### src/rtl/wg_pkg.sv
package wg_pkg;
  localparam int PH_W   = 6;
  localparam int CODE_W = 8;
  localparam int DUTY_W = 3;
  localparam int STEPS  = 1 << PH_W;
  localparam int DUTY_SHIFT = PH_W - DUTY_W;

  typedef enum logic {WG_SINE = 1'b0, WG_SQUARE = 1'b1} wg_mode_e;

  localparam logic [CODE_W-1:0] CODE_MAX = '1;
  localparam logic [CODE_W-1:0] CODE_MIN = '0;
  localparam logic [CODE_W-1:0] CODE_MID = 8'd128;

  // first quarter of the wave, positions 0..15 (position 16 is the peak)
  function automatic logic [CODE_W-1:0] quarter_code(input logic [3:0] i);
    case (i)
      4'd0:  return 8'd128;
      4'd1:  return 8'd140;
      4'd2:  return 8'd152;
      4'd3:  return 8'd165;
      4'd4:  return 8'd176;
      4'd5:  return 8'd188;
      4'd6:  return 8'd198;
      4'd7:  return 8'd208;
      4'd8:  return 8'd218;
      4'd9:  return 8'd226;
      4'd10: return 8'd234;
      4'd11: return 8'd240;
      4'd12: return 8'd245;
      4'd13: return 8'd250;
      4'd14: return 8'd253;
      default: return 8'd254;
    endcase
  endfunction

  // positive half by folding the quarter, negative half by complement
  function automatic logic [CODE_W-1:0] sine_code(input logic [PH_W-1:0] k);
    logic [CODE_W-1:0] half;
    if (!k[4])              half = quarter_code(k[3:0]);
    else if (k[3:0] == 4'd0) half = CODE_MAX;
    else                    half = quarter_code(4'(5'd16 - {1'b0, k[3:0]}));
    return k[5] ? (CODE_MAX - half) : half;
  endfunction

  function automatic logic [CODE_W-1:0] square_code(input logic [PH_W-1:0] k,
                                                    input logic [DUTY_W-1:0] d);
    logic [PH_W-1:0] edge_pos;
    edge_pos = PH_W'({d, {DUTY_SHIFT{1'b0}}});
    return (k < edge_pos) ? CODE_MAX : CODE_MIN;
  endfunction
endpackage

### src/rtl/wg_phase_ctr.sv
module wg_phase_ctr #(
  parameter int PH_W = wg_pkg::PH_W
) (
  input  logic            clk,
  input  logic            rst_n,
  input  logic            step,
  output logic [PH_W-1:0] phase_q,
  output logic [PH_W-1:0] phase_nx
);
  assign phase_nx = phase_q + 1'b1;

  always_ff @(posedge clk) begin
    if (!rst_n)    phase_q <= '0;
    else if (step) phase_q <= phase_nx;
  end
endmodule

### src/rtl/wg_sine_rom.sv
module wg_sine_rom #(
  parameter int PH_W   = wg_pkg::PH_W,
  parameter int CODE_W = wg_pkg::CODE_W
) (
  input  logic [PH_W-1:0]   idx,
  output logic [CODE_W-1:0] code
);
  always_comb code = wg_pkg::sine_code(idx);
endmodule

### src/rtl/wg_square_cmp.sv
module wg_square_cmp #(
  parameter int PH_W   = wg_pkg::PH_W,
  parameter int DUTY_W = wg_pkg::DUTY_W,
  parameter int CODE_W = wg_pkg::CODE_W
) (
  input  logic [PH_W-1:0]   idx,
  input  logic [DUTY_W-1:0] duty,
  output logic [CODE_W-1:0] code
);
  always_comb code = wg_pkg::square_code(idx, duty);
endmodule

### src/rtl/wg_dual_engine.sv
module wg_dual_engine
  import wg_pkg::*;
(
  input  logic              clk,
  input  logic              rst_n,
  input  logic              tick,
  input  logic              mode,
  input  logic [DUTY_W-1:0] duty,
  output logic [CODE_W-1:0] dac_q
);
  logic [PH_W-1:0]   phase_q;
  logic [PH_W-1:0]   phase_nx;
  logic [CODE_W-1:0] sine_c;
  logic [CODE_W-1:0] square_c;
  logic [CODE_W-1:0] sel_c;
  logic [CODE_W-1:0] rst_c;

  wg_phase_ctr #(.PH_W(PH_W)) u_phase (
    .clk(clk), .rst_n(rst_n), .step(tick),
    .phase_q(phase_q), .phase_nx(phase_nx)
  );

  wg_sine_rom #(.PH_W(PH_W), .CODE_W(CODE_W)) u_sine (
    .idx(phase_nx), .code(sine_c)
  );

  wg_square_cmp #(.PH_W(PH_W), .DUTY_W(DUTY_W), .CODE_W(CODE_W)) u_square (
    .idx(phase_nx), .duty(duty), .code(square_c)
  );

  always_comb begin
    sel_c = (wg_mode_e'(mode) == WG_SQUARE) ? square_c : sine_c;
    rst_c = (wg_mode_e'(mode) == WG_SQUARE) ? CODE_MIN : CODE_MID;
  end

  always_ff @(posedge clk) begin
    if (!rst_n)    dac_q <= rst_c;
    else if (tick) dac_q <= sel_c;
  end
endmodule

### config.mk
export PLATFORM = sky130hd
export DESIGN_NAME = wg_dual_engine
export DESIGN_NICKNAME = d
export VERILOG_FILES = /design/src/rtl/wg_pkg.sv /design/src/rtl/wg_phase_ctr.sv /design/src/rtl/wg_sine_rom.sv /design/src/rtl/wg_square_cmp.sv /design/src/rtl/wg_dual_engine.sv
export SDC_FILE = /design/constraint.sdc
export NUM_CORES = 1
export LEC_CHECK = 0
export BUFFER_PORTS_ARGS = -buffer_cell sky130_fd_sc_hd__buf_2
export CAP_MARGIN = 5
export CORE_AREA = 3 3 72 74
export CTS_BUF_LIST = sky130_fd_sc_hd__clkbuf_8
export CTS_CLUSTER_DIAMETER = 40
export CTS_CLUSTER_SIZE = 30
export DETAILED_ROUTE_END_ITERATION = 10
export DIE_AREA = 0 0 75 77
export GPL_ROUTABILITY_DRIVEN = 0
export MAX_ROUTING_LAYER = met4
export PLACE_DENSITY = 0.49
export SKIP_LAST_GASP = 1
export SYNTH_ARGS = -nofsm -noshare
export SYNTH_HDL_FRONTEND = slang
export SYNTH_SLANG_ARGS = --single-unit
### constraint.sdc
create_clock -name clk -period 3 [get_ports clk]
set_clock_uncertainty 0.05 [all_clocks]
set_input_delay 0.75 -clock clk [delete_from_list [all_inputs] [get_ports clk]]
set_output_delay 0.75 -clock clk [all_outputs]
set_load 0.1 [all_outputs]
# Word level (Yosys, flattened, before mapping)
# Memories as Yosys holds them, arrays and structs flattened.
# Index checks and enable logic that the tools add are counted.
[totals] register_bits=14 rom_bits=224 input_bits=7 output_inout_bits=8 wordCells=18 memories=2
[memory_table] memory="(name not given)" depth=16 word_bits=7 read_ports=1 rd_clocked_by_memory_dff=0 write_ports=0 line="wg_pkg.sv:16" text="case (i)"
[memory_table] memory="(name not given)" depth=16 word_bits=7 read_ports=1 rd_clocked_by_memory_dff=0 write_ports=0 line="wg_pkg.sv:16"
[classes] n_addsub=3 order_cmp=1 eq_ne=1 mux=8 reduce_logical=1
[ops] op="$mux W8" n=8
[ops] op="$sub A8 B8 Y8 const A" n=1
[ops] op="$add A6 B1 Y6 const B" n=1
[ops] op="$lt A6 B6 Y1" n=1
[ops] op="$logic_not A4 Y1" n=1
[ops] op="$sub A1 B4 Y4 const A" n=1
[ops] op="$ne A2 B1 Y1 const B" n=1

# Depth between registers and ports, before layout
# Gate-level depths: netlist (run 1).
# An unclocked memory read counts as a cell.
[logic_depth] word_depth=10 mapped_depth=10 depth_no_buf=9

# Modules after synthesis
# Synthesis (run 1) repeated with hierarchy kept, for this count alone.
[hier_totals] cells_unflattened=167 hier_area_um2=1457.6
[modules_own_cells] module="wg_sine_rom" instances=1 cells_per_inst=90 area_each_um2=636.9 seq_area_each_um2=0.0
[modules_own_cells] module="wg_dual_engine" instances=1 cells_per_inst=27 area_each_um2=387.9 seq_area_each_um2=240.2
[modules_own_cells] module="wg_phase_ctr" instances=1 cells_per_inst=36 area_each_um2=327.8 seq_area_each_um2=120.1
[modules_own_cells] module="wg_square_cmp" instances=1 cells_per_inst=14 area_each_um2=105.1 seq_area_each_um2=0.0

# Least setup slack after synthesis (run 1)
# OpenSTA, ideal clock, no wires.
[synth_timing] path_kind="register -> register" start="register u_phase.phase_q[1]" end="register dac_q[3] (data pin)" setup_time_ps=266 t_arrival_ps=2592 t_required_ps=2684 slack_ps=92 path_stages_with_launch=11 n_path_buf=1 synth_period_minus_slack_ps=2908 path_cell_list="dfxtp_1 > ha_1 > ha_1 > buf_6 > inv_1 > ha_1 > o21ai_0 > mux2i_1 > a221o_2 > mux2i_1 > or3b_1"
[synth_via] elab_chain_cells=10 word_cells_on_any_way=14 classes_between="3 x add/sub; 1 x order compare; 7 x mux; 1 x reduce/logical; 2 x memory"
[synth_rtl] item="start: declaration" line="wg_phase_ctr.sv:7" text="output logic [PH_W-1:0] phase_q,"
[synth_rtl] item="start signal: assignment" line="wg_phase_ctr.sv:14" text="else if (step) phase_q <= phase_nx;"
[synth_rtl] item="$add A6 B1 Y6 *" line="wg_phase_ctr.sv:10" text="assign phase_nx = phase_q + 1'b1;"
[synth_rtl] item="via phase_nx[2]" line="wg_dual_engine.sv:12" text="logic [PH_W-1:0] phase_nx;"
[synth_rtl] item="$sub A1 B4 Y4" line="wg_pkg.sv:41" text="else half = quarter_code(4'(5'd16 - {1'b0, k[3:0]}));"
[synth_rtl] item="$mem_v2 Z16 W7"
[synth_rtl] item="$mux W8" line="wg_pkg.sv:40" text="else if (k[3:0] == 4'd0) half = CODE_MAX;"
[synth_rtl] item="$mux W8" line="wg_pkg.sv:39" text="if (!k[4]) half = quarter_code(k[3:0]);"
[synth_rtl] item="$sub A8 B8 Y8" line="wg_pkg.sv:42" text="return k[5] ? (CODE_MAX - half) : half;"
[synth_rtl] item="$mux W8" line="wg_pkg.sv:42"
[synth_rtl] item="$mux W8 *" line="wg_dual_engine.sv:32" text="sel_c = (wg_mode_e'(mode) == WG_SQUARE) ? square_c : sine_c;"
[synth_rtl] item="$mux W8 *" line="wg_dual_engine.sv:38" text="else if (tick) dac_q <= sel_c;"
[synth_rtl] item="$mux W8 *" line="wg_dual_engine.sv:37" text="if (!rst_n) dac_q <= rst_c;"
[synth_rtl] item="end signal: assignment" line="wg_dual_engine.sv:37"
[synth_rtl] item="end signal: assignment" line="wg_dual_engine.sv:38"
[synth_rtl] item="end: declaration" line="wg_dual_engine.sv:9" text="output logic [CODE_W-1:0] dac_q"
# The timed path passes the listed nets; every way through them passes the cells marked *. The select of a mux whose other input is x is not followed.
# A chain may end at the register's enable or synchronous reset.

# Worst setup path after layout (run 1)
[layout_timing] start="register u_phase.phase_q[0]" end="register dac_q[3] (data pin)"
# The elaborated chain is that of the path after synthesis.

==> results of run 1 <==
==> metrics by stage <==
step / hold WS (ps) / utilization [%] / std cells / worst slack [ps] / instance area, um2
after floorplan: 540 / - / 171 / 92.3 / 1600
after global placement: 563 / 37.4 / 239 / 77.8 / 1740
after detailed placement: 582 / 37.4 / 239 / 72.7 / 1740
after CTS: 598 / 38.4 / 243 / 69.5 / 1790
after global routing: 639 / 39.1 / 244 / 20.0 / 1820
final: 592 / 39.1 / 244 / 144 / 1820
==> flip-flops by register name, summed over array words and instances, names as in the netlist <==
name / cells
u_phase.phase_q: 6
dac_q: 8
==> cell type report <==
class                      instances  share of cell area (%)
clock buffer                       3                    2.27
clock inverter                     1                   0.206
inverter                          10                    2.06
multi-input combinational        135                    62.6
sequential                        14                    19.8
tap                               54                    3.71
timing repair buffer              27                    9.41
==> power by group through the flow <==
stage               clock network (W)  registers [W]  logic (W)
CTS                          0.000167       0.000221   0.000262
floorplan                           0       0.000304   0.000135
global placement                    0       0.000225   0.000260
finish                       0.000160       0.000222   0.000268
global route                 0.000175       0.000223   0.000289
detailed placement                  0       0.000226   0.000261
==> worst register-to-register path, delay by kind of cell (launching register included) <==
family / cells / cell delay [ps]
AOI/OAI and AO/OA: 3 / 940
adders and majority gates: 1 / 350
buffers and inverters: 2 / 290
DFF: 1 / 350
muxes: 2 / 250
and+or+nand+nor: 1 / 370
==> cell usage after synthesis (3+ instances only) <==
master | instances | share of area [%]
a31oi_1 | 3 | 1.2
buf_6 | 5 | 3.5
nand2b_1 | 6 | 2.3
mux2i_1 | 5 | 3.1
o21ai_0 | 10 | 3.1
and2_1 | 5 | 2.0
inv_1 | 9 | 2.1
a211oi_1 | 4 | 1.9
xnor2_1 | 8 | 4.4
edfxtp_1 | 8 | 15
o211ai_1 | 6 | 2.8
nor2_1 | 8 | 1.9
nor2b_1 | 3 | 1.2
nand3_1 | 3 | 0.94
nand2_1 | 13 | 3.0
a21oi_1 | 6 | 1.9
clkbuf_1 | 4 | 0.94
xnor2_4 | 3 | 5.1
ha_1 | 13 | 10
dfxtp_1 | 6 | 7.5
==> metal layers <==
layer	vias up	routed length (um)	track usage (%)
met5	-	0	-
met4	0	28	3.38
met3	4	118	2.36
met2	29	1650	20.4
met1	607	1800	18.8
li1	663	-	-
==> logic make-up after synthesis <==
logic type               count (synthesis)
AND/OR/NAND/NOR                         52
flip-flops                              14
XOR/XNOR                                14
buffers and inverters                   22
adder cells (fa/ha/maj)                 13
AO/OA/AOI/OAI                           48
multiplexers                             8
==> worst paths after layout <==
check	start	endpoint
max reg2reg	u_phase.phase_q[0]	dac_q[3]
min	u_phase.phase_q[4]	u_phase.phase_q[4]
min reg2reg	u_phase.phase_q[4]	u_phase.phase_q[4]
max	u_phase.phase_q[0]	dac_q[3]
==> repair_timing <==
item	CTS	global route
setup buffers	0	1
setup endpoints to repair	0	2
resized for setup	0	5
==> qor.yml, run 1 <==
outcome:
  status: "finished, final reports clean"
synthesis:
  ys_warn_count: 0
  synthXorXnorAreaFrac_pct: 11.6
  syn_nets: 191
  synth_top_family_by_area: "compound AO/OA/AOI/OAI gates"
  synth_compound_area_share_pct: 22.9
  ys_ff_latch: 14
  synthAdderAreaFrac_pct: 10.1
  synth_edf_count: 8
  muxShareOfSynthArea_pct: 6.40
  synth-main-ff-cell: "edfxtp_1"
  synth_seq_area_share_pct: 22.5
  syn-cell-area_mm2: 0.00160
  synthSimpleGateAreaFrac_pct: 18.6
  postSynthAreaPerCell_um2: 9.38
  synthArstFlopShare_pct: 0
  postSynthCellCount: 171
  ys_types: 53
critical_path:
  start_kind: "flip-flop"
  crit_top_cell: "mux2i_1"
  arrival_ps: 2800
  crit_cells: 9
  critical-path-slowest-cell: "a221o_2"
  crit_required_ps: 2940
  cp-end-kind: "flip-flop"
  worst-path-buf-inv: 2
  reg2regPathDepth: 9
  r2r_slack_ps: 140
  path_cells: "buf_6 > inv_1 > ha_2 > o211a_4 > o21ai_4 > mux2i_1 > a221o_2 > mux2i_1 > or3b_1"
  worst_path_largest_cell_delay_ps: 410
  crit_type: "reg -> reg"
  cp_top_family: "compound AO/OA/AOI/OAI gates"
  crit_fanout: 13
run:
  maxCapViolations: 0
cts:
  h-tree-depth: 1
  root_buffer: "clkbuf_8"
  path_clk_slew_ps: 60
  cts_tree: "built"
  cts_hold_buf: 0
  cts_made_buffers: 3
  clk_path_buf_depth: 2
  clock_latency_ps: 240
  cts_sinks: 14
pwr:
  p_total_w: 0.000650
  power_frac_comb_pct: 41.3
  leakagePower_nw: 0.754
  vdd_drop_max_v: 0.000155
  p_switching_w: 0.000253
  powerDensity_mw_per_mm2: 357
  swShare_pct: 38.9
  p_int_w: 0.000397
  p_seq_share_pct: 34.1
  p_clk_share_pct: 24.6
sta:
  slew_headroom_pct: 66.6
  tightest_slew_ps: 497
  rsz0062_at_grt: "false"
  setup_tns_ps: 0
  clock.fmax_ghz: 0.350
  slew_violations: 0
  final.period_utilization_pct: 95.2
  period_needed_ps: 2860
  hold_violations: 0
  setup_viol: 0
cells_and_area:
  mostFrequentLayoutCells: "buf_2, nand2_1, buf_4"
  insertedDiodeCount: 0
  layout.nets: 211
  num-fill-cells: 471
  area_delta_synth_final_pct: 13.6
  final_common_cell: "buf_2"
  multiInputGateArea_mm2: 0.00114
  seqCellArea_um2: 360
  drive_gt1_share_pct: 27.9
routing:
  vias_per_cell: 5.34
  ant_nets: 0
  wl_per_cell_um: 14.7
  dr.pass1.iters: 4
  drc: 0
  first_iter_violations: 59
  vias: 1303
  routed_wl_um: 3600
placement:
  dpl.hpwl_um: 2840
  io_buffers: 14
hold_path:
  hold_class: "reg -> reg"
  whs_path_depth: 2
floorplanning:
  fp.dieW_um: 75
  start_util_pct: 34.4
  coreArea_mm2: 0.00466
  die_y_um: 77
  die_area_mm2: 0.00578
  num_io_pins: 15
  num_rows: 25
grt:
  grt_max_degree: 14
  grt_overflow_total: 0
  grt_usage_pct: 13.6
  grt_pass1_wl_um: 6090
  antenna_found_initial: 0
  grt_pass1_vias: 1261
(Power assumes the default switching activity.)
==> run 2, diff against run 1 <==
--- a/config.mk
+++ b/config.mk
@@ -7,12 +7,12 @@
 export LEC_CHECK = 0
 export BUFFER_PORTS_ARGS = -buffer_cell sky130_fd_sc_hd__buf_2
 export CAP_MARGIN = 5
-export CORE_AREA = 3 3 72 74
+export CORE_AREA = 5 5 74 76
 export CTS_BUF_LIST = sky130_fd_sc_hd__clkbuf_8
 export CTS_CLUSTER_DIAMETER = 40
 export CTS_CLUSTER_SIZE = 30
 export DETAILED_ROUTE_END_ITERATION = 10
-export DIE_AREA = 0 0 75 77
+export DIE_AREA = 0 0 79 81
 export GPL_ROUTABILITY_DRIVEN = 0
 export MAX_ROUTING_LAYER = met4
 export PLACE_DENSITY = 0.49
==> qor.yml, run 2 (synthesis results as in run 1) <==
pwr:
  p_clk_share_pct: 24.5
  p_switching_w: 0.000251
  p_seq_share_pct: 34.2
  swShare_pct: 38.8
  vdd_drop_max_v: 0.000180
  p_int_w: 0.000395
  powerDensity_mw_per_mm2: 355
  leakagePower_nw: 0.766
  power_frac_comb_pct: 41.3
routing:
  vias: 1313
  vias_per_cell: 5.34
  first_iter_violations: 61
  dr.pass1.iters: 4
  drc: 0
  routed_wl_um: 3650
  ant_nets: 0
  wl_per_cell_um: 14.8
floorplanning:
  coreArea_mm2: 0.00466
  die_y_um: 81
  die_area_mm2: 0.00640
  start_util_pct: 34.4
  fp.dieW_um: 79
  num_io_pins: 15
  num_rows: 25
sta:
  hold_violations: 0
  slew_violations: 0
  hold_slack_ps: 588
  setup_viol: 0
  rsz0062_at_grt: "false"
  final.period_utilization_pct: 95.0
  period_needed_ps: 2850
  tightest_slew_ps: 489
  setup_tns_ps: 0
  clock.fmax_ghz: 0.351
  slew_headroom_pct: 67.6
cts:
  clk_path_buf_depth: 2
  h-tree-depth: 1
  root_buffer: "clkbuf_8"
  clock_latency_ps: 240
  cts_sinks: 14
  path_clk_slew_ps: 60
  cts_made_buffers: 3
  cts_tree: "built"
critical_path:
  reg2regPathDepth: 9
  arrival_ps: 2790
  cp-end-kind: "flip-flop"
  crit_fanout: 5
  cp_top_family: "adder cells"
  critical-path-slowest-cell: "ha_1"
  path_cells: "ha_1 > ha_1 > inv_1 > ha_1 > o21ai_0 > mux2i_1 > a221o_2 > mux2i_1 > or3b_1"
  crit_type: "reg -> reg"
  worst_path_largest_cell_delay_ps: 440
  crit_cells: 9
  start_kind: "flip-flop"
  crit_top_cell: "ha_1"
  worst-path-buf-inv: 1
  crit_required_ps: 2940
run:
  maxCapViolations: 0
cells_and_area:
  drive_gt1_share_pct: 28.1
  final_common_cell: "buf_4"
  largest_reg_flops: 8
  final_cell_count_no_fill: 246
  fin_util_pct: 39.1
  top_regs: "dac_q: 8 flops, u_phase.phase_q: 6 flops"
  mostFrequentLayoutCells: "buf_4, buf_2, nand2_1"
  area_delta_synth_final_pct: 13.5
  layout.nets: 213
  insertedDiodeCount: 0
  top_register: "dac_q"
grt:
  grt_max_degree: 15
  grt_overflow_total: 0
  grt_pass1_wl_um: 6390
  grt_pass1_vias: 1291
  antenna_found_initial: 0
  grt_usage_pct: 12.8
hold_path:
  whs_path_depth: 2
  hold_class: "reg -> reg"
placement:
  placed_cells: 242
  io_buffers: 14
  dpl.hpwl_um: 2960
outcome:
  status: "finished, final reports clean"
run 2: changes by cell type in the layout (fill, tap and decap cells not counted), sizes merged:
cell  change
buf       +2
run 2: layout make-up:
class                   instances  area [um2]
fillers                       477        2840
multi-input cells             135        1130
flip-flops and latches         14         360
repair buffers                 29         183
well taps                      54        67.6
clock buffers                   3        41.3
inverters                      10        37.5
clock inverters                 1        3.75
run 2: metal layers:
metal	vias to the layer above	wire (um)	track usage, %
met1	626	1760	15.7
met4	0	10	1.55
met5	-	0	-
met3	2	135	2.77
met2	22	1740	22.3
li1	663	-	-
run 2: path summary, 6_finish.rpt:
path                                          from                  to  slack (ps)
worst min register to register  u_phase.phase_q[4]  u_phase.phase_q[4]         590
worst max-delay path            u_phase.phase_q[0]            dac_q[3]         150
worst max register to register  u_phase.phase_q[0]            dac_q[3]         150
worst min-delay path            u_phase.phase_q[4]  u_phase.phase_q[4]         590
run 2: what timing repair did:
action,in CTS,in global routing
endpoints found under the setup margin,0,2
hold buffers,0,0
buffers inserted,0,0
gates resized for setup,0,2
run 2: power groups by stage:
stage	Clock (W)	Sequential, W	Combinational, W
final	0.000158	0.000221	0.000267
after floorplan	0	0.000304	0.000135
after detailed placement	0	0.000225	0.000266
after global routing	0.000172	0.000222	0.000289
after global placement	0	0.000226	0.000267
after CTS	0.000163	0.000221	0.000267
run 2: worst register-to-register path: stages (launching register included):
cell and delay [ps]:
dfxtp_1 310, ha_1 210, ha_1 440, inv_1 110
ha_1 330, o21ai_0 150, mux2i_1 90, a221o_2 410
mux2i_1 120, or3b_1 370
run 2: through the flow:
stage | total power [W] | setup WS, ps | area [um2]
6_report | 0.000646 | 149 | 1820
5_1_grt | 0.000683 | 3.40 | 1820
4_1_cts | 0.000651 | 61.3 | 1810
3_5_place_dp | 0.000491 | 72.9 | 1770
3_3_place_gp | 0.000492 | 109 | 1770
2_1_floorplan | 0.000439 | 92.3 | 1600
==> run 3, diff against run 2 <==
--- a/config.mk
+++ b/config.mk
@@ -14,7 +14,6 @@
 export DETAILED_ROUTE_END_ITERATION = 10
 export DIE_AREA = 0 0 79 81
 export GPL_ROUTABILITY_DRIVEN = 0
-export MAX_ROUTING_LAYER = met4
 export PLACE_DENSITY = 0.49
 export SKIP_LAST_GASP = 1
 export SYNTH_ARGS = -nofsm -noshare
==> qor.yml, run 3 (synthesis results as in run 1) <==
outcome:
  status: "finished, final reports clean"
grt:
  grt_pass1_wl_um: 6380
  grt_max_degree: 15
  grt_overflow_total: 0
  antenna_found_initial: 0
  grt_usage_pct: 12.4
  grt_pass1_vias: 1290
critical_path:
  arrival_ps: 2790
  crit_type: "reg -> reg"
  start_kind: "flip-flop"
  crit_required_ps: 2940
  cp-end-kind: "flip-flop"
  crit_fanout: 5
pwr:
  powerDensity_mw_per_mm2: 355
  leakagePower_nw: 0.766
  p_total_w: 0.000645
  vdd_drop_max_v: 0.000179
placement:
  io_buffers: 14
  dpl.hpwl_um: 2960
  place_ws_ps: 72.9
  place_area_mm2: 0.00177
routing:
  vias: 1313
  routed_wl_um: 3660
  wl_per_cell_um: 14.9
  ant_nets: 0
  first_iter_violations: 54
  dr.pass1.iters: 4
  drc: 0
  vias_per_cell: 5.34
cts:
  cts_made_buffers: 3
  cts_sinks: 14
  h-tree-depth: 1
  path_clk_slew_ps: 60
  cts_tree: "built"
  clk_path_buf_depth: 2
  root_buffer: "clkbuf_8"
  clock_latency_ps: 240
  cts_hold_buf: 0
sta:
  hold_violations: 0
  period_needed_ps: 2840
  tightest_slew_ps: 489
  slew_headroom_pct: 67.6
  final.period_utilization_pct: 94.8
  setup_viol: 0
  setup_tns_ps: 0
  rsz0062_at_grt: "false"
  clock.fmax_ghz: 0.352
  slew_violations: 0
  setup_ws_ps: 155
cells_and_area:
  final_area_mm2: 0.00182
  fin_util_pct: 39.1
  top_register: "dac_q"
  mostFrequentLayoutCells: "buf_4, buf_2, nand2_1"
  final_common_cell: "buf_4"
  insertedDiodeCount: 0
  top_regs: "dac_q: 8 flops, u_phase.phase_q: 6 flops"
  largest_reg_flops: 8
  drive_gt1_share_pct: 28.1
  layout.nets: 213
  area_delta_synth_final_pct: 13.5
floorplanning:
  num_rows: 25
  coreArea_mm2: 0.00466
  fp.dieW_um: 79
  die_y_um: 81
  die_area_mm2: 0.00640
  start_util_pct: 34.4
  num_io_pins: 15
run:
  maxCapViolations: 0
hold_path:
  hold_class: "reg -> reg"
## run 3: cell counts in the layout (fill, tap and decap cells not counted)
Identical to the previous run, type by type.
## run 3: where the power goes
group / internal [W] / total [W] / switching (W)
Combinational: 0.0000868 / 0.000267 / 0.000180
Sequential: 0.000218 / 0.000221 / 0.00000329
Clock: 0.0000906 / 0.000157 / 0.0000668
Total: 0.000395 / 0.000645 / 0.000250
## run 3: what timing repair did
item | CTS | global route
gates resized for setup | 0 | 2
buffers inserted | 0 | 0
endpoints found under the setup margin | 0 | 2
## run 3: worst paths after layout
path / slack, ps / cells after the start / from / end
hold / removal: 590 / 2 / u_phase.phase_q[4] / u_phase.phase_q[4]
hold reg to reg: 590 / 2 / u_phase.phase_q[4] / u_phase.phase_q[4]
setup reg to reg: 160 / 9 / u_phase.phase_q[0] / dac_q[3]
setup / recovery: 160 / 9 / u_phase.phase_q[0] / dac_q[3]
## run 3: cell type report
class | instances | area, um2
clock buffers | 3 | 41.3
well taps | 54 | 67.6
flip-flops and latches | 14 | 360
repair buffers | 29 | 183
inverters | 10 | 37.5
fillers | 477 | 2840
multi-input cells | 135 | 1130
clock inverters | 1 | 3.75
## run 3: layer usage
layer / vias up / wire [um] / GRT usage (%)
met4: 0 / 16 / 1.55
li1: 665 / - / -
met2: 20 / 1750 / 22.3
met1: 624 / 1790 / 15.6
met5: - / 0 / 0
met3: 4 / 102 / 2.77
## run 3: through the flow
| step | hold WS [ps] | cells |
|---|---|---|
| after floorplan | 540 | 171 |
| after global routing | 614 | 246 |
| after CTS | 589 | 246 |
| final | 588 | 246 |
| after detailed placement | 567 | 242 |
| after global placement | 564 | 242 |
## run 3: critical path, stage by stage, from the launching register on
cell,delay (ps)
dfxtp_1,310
ha_1,210
ha_1,440
inv_1,110
ha_1,330
o21ai_0,150
mux2i_1,90
a221o_2,410
mux2i_1,120
or3b_1,370
